<file path="src/rtl/sog_pkg.sv">
package sog_pkg;
  typedef enum logic [1:0] {
    SK_LSL = 2'd0,
    SK_LSR = 2'd1,
    SK_ASR = 2'd2,
    SK_ROR = 2'd3
  } shift_kind_e;
endpackage

</file>
<file path="src/rtl/sog_amount_decode.sv">
// Resolves the effective shift count and the extended-rotate selection.
module sog_amount_decode
  import sog_pkg::*;
#(
  parameter int DATA_W = 32,
  parameter int SH_W   = $clog2(DATA_W),
  parameter int AMT_W  = 8
) (
  input  shift_kind_e      kind,
  input  logic             from_reg,
  input  logic [SH_W-1:0]  amt_imm,
  input  logic [AMT_W-1:0] amt_reg,
  output logic [AMT_W-1:0] eff_amt,
  output logic             rrx_sel
);
  localparam logic [AMT_W-1:0] FULL_AMT = AMT_W'(DATA_W);

  always_comb begin
    eff_amt = '0;
    rrx_sel = 1'b0;
    if (from_reg) begin
      eff_amt = amt_reg;
    end else if (amt_imm != '0) begin
      eff_amt = AMT_W'(amt_imm);
    end else begin
      unique case (kind)
        SK_LSL:         eff_amt = '0;
        SK_LSR, SK_ASR: eff_amt = FULL_AMT;
        SK_ROR:         rrx_sel = 1'b1;
        default:        eff_amt = '0;
      endcase
    end
  end
endmodule

</file>
<file path="src/rtl/sog_barrel.sv">
// Register shifter with carry extraction.
module sog_barrel
  import sog_pkg::*;
#(
  parameter int DATA_W = 32,
  parameter int SH_W   = $clog2(DATA_W),
  parameter int AMT_W  = 8
) (
  input  logic [DATA_W-1:0] value,
  input  shift_kind_e       kind,
  input  logic [AMT_W-1:0]  amt,
  input  logic              rrx_sel,
  input  logic              carry_in,
  output logic [DATA_W-1:0] result,
  output logic              carry_out
);
  logic [DATA_W:0]        lsl_ext;
  logic [DATA_W:0]        lsr_ext;
  logic signed [DATA_W:0] asr_src;
  logic signed [DATA_W:0] asr_ext;
  logic [SH_W-1:0]        ror_amt;
  logic [SH_W:0]          ror_back;
  logic [DATA_W-1:0]      ror_val;

  always_comb begin
    lsl_ext  = {1'b0, value} << amt;
    lsr_ext  = {value, 1'b0} >> amt;
    asr_src  = {value, 1'b0};
    asr_ext  = asr_src >>> amt;
    ror_amt  = amt[SH_W-1:0];
    ror_back = (SH_W+1)'(DATA_W) - {1'b0, ror_amt};
    ror_val  = (value >> ror_amt) | (value << ror_back);
  end

  always_comb begin
    result    = value;
    carry_out = carry_in;
    if (rrx_sel) begin
      result    = {carry_in, value[DATA_W-1:1]};
      carry_out = value[0];
    end else if (amt != '0) begin
      unique case (kind)
        SK_LSL: begin
          result    = lsl_ext[DATA_W-1:0];
          carry_out = lsl_ext[DATA_W];
        end
        SK_LSR: begin
          result    = lsr_ext[DATA_W:1];
          carry_out = lsr_ext[0];
        end
        SK_ASR: begin
          result    = asr_ext[DATA_W:1];
          carry_out = asr_ext[0];
        end
        SK_ROR: begin
          result    = ror_val;
          carry_out = ror_val[DATA_W-1];
        end
        default: begin
          result    = value;
          carry_out = carry_in;
        end
      endcase
    end
  end
endmodule

</file>
<file path="src/rtl/sog_imm_rotator.sv">
// Builds the rotated-constant operand.
module sog_imm_rotator #(
  parameter int DATA_W = 32,
  parameter int SH_W   = $clog2(DATA_W),
  parameter int IMM_W  = 8,
  parameter int ROT_W  = 4
) (
  input  logic [IMM_W-1:0]  imm_byte,
  input  logic [ROT_W-1:0]  imm_rot,
  input  logic              carry_in,
  output logic [DATA_W-1:0] result,
  output logic              carry_out
);
  logic [DATA_W-1:0] base;
  logic [SH_W-1:0]   amt;
  logic [SH_W:0]     back;

  always_comb begin
    base      = DATA_W'(imm_byte);
    amt       = SH_W'({imm_rot, 1'b0});
    back      = (SH_W+1)'(DATA_W) - {1'b0, amt};
    result    = (base >> amt) | (base << back);
    carry_out = (imm_rot == '0) ? carry_in : result[DATA_W-1];
  end
endmodule

</file>
<file path="src/rtl/shifter_operand_gen.sv">
module shifter_operand_gen
  import sog_pkg::*;
#(
  parameter int DATA_W = 32,
  parameter int SH_W   = $clog2(DATA_W),
  parameter int AMT_W  = 8,
  parameter int IMM_W  = 8,
  parameter int ROT_W  = 4
) (
  input  logic              use_imm,
  input  logic [IMM_W-1:0]  imm_byte,
  input  logic [ROT_W-1:0]  imm_rot,
  input  logic [DATA_W-1:0] reg_val,
  input  logic [1:0]        shift_kind,
  input  logic              amt_from_reg,
  input  logic [SH_W-1:0]   amt_imm,
  input  logic [AMT_W-1:0]  amt_reg,
  input  logic              carry_in,
  input  logic              invert,
  output logic [DATA_W-1:0] operand,
  output logic              carry_out
);
  shift_kind_e       kind;
  logic [AMT_W-1:0]  eff_amt;
  logic              rrx_sel;
  logic [DATA_W-1:0] sh_val;
  logic              sh_carry;
  logic [DATA_W-1:0] imm_val;
  logic              imm_carry;
  logic [DATA_W-1:0] pre_inv;

  assign kind = shift_kind_e'(shift_kind);

  sog_amount_decode #(.DATA_W(DATA_W), .SH_W(SH_W), .AMT_W(AMT_W)) u_dec (
    .kind     (kind),
    .from_reg (amt_from_reg),
    .amt_imm  (amt_imm),
    .amt_reg  (amt_reg),
    .eff_amt  (eff_amt),
    .rrx_sel  (rrx_sel)
  );

  sog_barrel #(.DATA_W(DATA_W), .SH_W(SH_W), .AMT_W(AMT_W)) u_bar (
    .value     (reg_val),
    .kind      (kind),
    .amt       (eff_amt),
    .rrx_sel   (rrx_sel),
    .carry_in  (carry_in),
    .result    (sh_val),
    .carry_out (sh_carry)
  );

  sog_imm_rotator #(.DATA_W(DATA_W), .SH_W(SH_W), .IMM_W(IMM_W), .ROT_W(ROT_W)) u_imm (
    .imm_byte  (imm_byte),
    .imm_rot   (imm_rot),
    .carry_in  (carry_in),
    .result    (imm_val),
    .carry_out (imm_carry)
  );

  always_comb begin
    pre_inv   = use_imm ? imm_val : sh_val;
    carry_out = use_imm ? imm_carry : sh_carry;
    operand   = invert ? ~pre_inv : pre_inv;
  end
endmodule

</file>
<file path="config.mk">
export PLATFORM = sky130hd
export DESIGN_NAME = shifter_operand_gen
export DESIGN_NICKNAME = d
export VERILOG_FILES = /design/src/rtl/sog_pkg.sv /design/src/rtl/sog_amount_decode.sv /design/src/rtl/sog_barrel.sv /design/src/rtl/sog_imm_rotator.sv /design/src/rtl/shifter_operand_gen.sv
export SDC_FILE = /design/constraint.sdc
export NUM_CORES = 1
export LEC_CHECK = 0
export ABC_AREA = 1
export BUFFER_PORTS_ARGS = -buffer_cell sky130_fd_sc_hd__buf_2
export CORE_MARGIN = 3
export CORE_UTILIZATION = 30
export DETAILED_ROUTE_END_ITERATION = 6
export GPL_ROUTABILITY_DRIVEN = 0
export PLACE_DENSITY_LB_ADDON = 0.1
export SLEW_MARGIN = 5
export SYNTH_ARGS = -nofsm -noshare
export SYNTH_HDL_FRONTEND = slang
export SYNTH_SLANG_ARGS = --single-unit
</file>
<file path="constraint.sdc">
create_clock -name vclk -period 5.9
set_input_delay 1.18 -clock vclk [all_inputs]
set_output_delay 1.18 -clock vclk [all_outputs]
set_load 0.02 [all_outputs]
</file>
==> results.cfg <==
[status]
run_status = finished with violations
violations = design-rule violations

[detailed_routing]
ant_nets = 0
firstDrtPassIters = 7
drt_iter0_drc = 2324
wl_um = 61400
wl_per_cell_um = 22.0
drc = 13
via_count = 16200
viasPerCell = 5.80

[cts]
cts_setup_buffers = 0

[logic_synthesis]
postSynthCellCount = 2352
synth-warning-count = 0
synth_sequential_area_ratio_pct = 0
syn_nets = 2420
ys_types = 45
netlist_top_cells_area = nand2_1, nand3_1, o21ai_0
synth_largest_area_cell = nand2_1
netlist.area_leader.share_pct = 41.1
avgSynthCellArea_um2 = 4.48
syn_area_um2 = 10500

[finish]
seqCellArea_um2 = 0
stdcell_area_um2 = 11200
fillCellCount = 4201
instances_no_fill = 2791
antenna_cells = 0
final_layout_size_suffix_gt1_share_pct = 8.56
nets = 2406
design.seq.count = 0
area_delta_synth_final_pct = 6.29
clock_buffers = 0

[power_and_ir_drop]
pwr_density_cell_nw_per_um2 = 142
ir_drop_v = 0.0000639
leakagePower_nw = 6.31

[sta]
fmax_mhz = 177
hold_viol_final = 0
rsz0062_at_grt = false
tns_ns = 0
final.period_utilization_pct = 95.6
setup_viol = 0
relSlewSlack_pct = 28.2
worstMarginPinSlew_ns = 1.08
maxSlewViolCount = 0
period_needed_ns = 5.64

[global_routing]
grt_usage_pct = 30.8
grt_pass1_vias = 14500
overflow = 0
grt_pass1_wl_um = 91100
grt_start_max_net_pins = 90
antenna_found_initial = 0

[setup_path]
worstPathArrival_ns = 4.46
critPathKind = primary input to output port
path_max_fanout = 85
start_kind = primary input
required_ns = 4.72
end_kind = output port

[placed_design]
dp_cells = 2791
dpl.hpwl_um = 49000
placed_cell_area_um2 = 11200
portBuffers = 96

[floorplan]
ios = 96
num_rows = 68
start_util_pct = 30.5
die_x_um = 194
die_h_um = 194
core_um2 = 34600
dieArea_um2 = 37400

[job]
cap_violations = 0

[worst_hold_path]
hold_path_class = primary input to output port
[placed cells by master (no fill, tap or decap), types with 7 or more instances in the layout]
master    Yosys  routed
a21oi_1      93      93
a31oi_1      15      15
buf_12        0      10
buf_2        56      96
buf_4        29      38
inv_1       137     137
inv_2         8       8
nand2_1    1155    1155
nand2_2      15      13
nand2_4       6       8
nand3_1     407     407
nand4_1       9       9
nor2_1       77      76
o211ai_1     36      36
o21ai_0     129     129
o21ai_1      39      39
or2_1         7       7
[kinds of logic (layout without fill, tap and decap cells)]
group | after synthesis | in the layout | synth area share [%]
multiplexers | 2 | 2 | 0.190
adder cells (fa/ha/maj) | 5 | 5 | 0.593
XOR/XNOR | 1 | 1 | 0.0831
buffers and inverters | 309 | 293 | 14.1
AO/OA/AOI/OAI | 337 | 337 | 17.8
AND/OR/NAND/NOR | 1698 | 1698 | 67.3
[worst paths after layout]
path	start	end	slack, ns	depth (start not counted)
setup / recovery	amt_from_reg	operand[24]	0.26	20
hold / removal	carry_in	carry_out	2.82	4
[per-layer routing]
layer  GRT usage, %  up-vias  wire length (µm)
met4           13.9        0              3720
met5              0        -                 0
met1           42.4     7393             25600
met2           46.3     1014             25200
met3           6.13      167              6960
li1               -     7617                 -
[area by class of cell]
cell class	instances	area, µm²	share of cell area (%)
inverter	149	562	5.01
timing repair buffer	144	966	8.62
tap	455	569	5.08
multi-input combinational	2043	9110	81.3
[cells in the mapped netlist, drive strengths merged, types with 2 or more instances]
cell type     n
nand2      1176
nand3       408
o21ai       176
inv         146
buf         118
a21oi        94
nor2         87
clkbuf       42
o211ai       36
a31oi        15
nand4         9
or2           9
nor3          7
ha            5
a22oi         4
a21boi        3
clkinv        3
o22ai         3
mux2i         2
o21a          2
o221ai        2
[power by group]
group	switching, mW	internal (mW)	total, mW
sequential	0	0	0
combinational	1.17	0.429	1.59
clock	0	0	0
[worst max-delay path: stages]
cell and delay, ns:
buf_2 0.34, inv_2 0.16, or2_1 0.28, o21ai_4 0.10, buf_12 0.37, nand2_4 0.17
nand2_4 0.30, nand3_1 0.17, nand3_1 0.10, nand3_1 0.10, nand2_1 0.15, nand3_1 0.17
nand2_1 0.14, nand2_1 0.08, nand2_1 0.09, nand3_1 0.10, nand2_1 0.11, nand2_1 0.05
nand2_1 0.07, buf_2 0.16
[per-stage QoR]
step	hold slack, ns	worst slack [ns]	power (mW)	utilization (%)
finish	2.82	0.258	1.59	32.4
detailed placement	2.80	0.359	1.53	32.3
global placement	2.81	0.399	1.54	32.3
floorplan	2.56	1.57	1.05	-
global route	2.83	0.0452	1.73	32.4
CTS	2.80	0.352	1.54	32.3
[repair_timing]
| action | 4_1_cts | 5_1_grt |
|---|---|---|
| gates resized for setup | 0 | 2 |
| hold buffers | 0 | 0 |
| setup endpoints to repair | 0 | 3 |
Power figures use the tool's default switching activity.
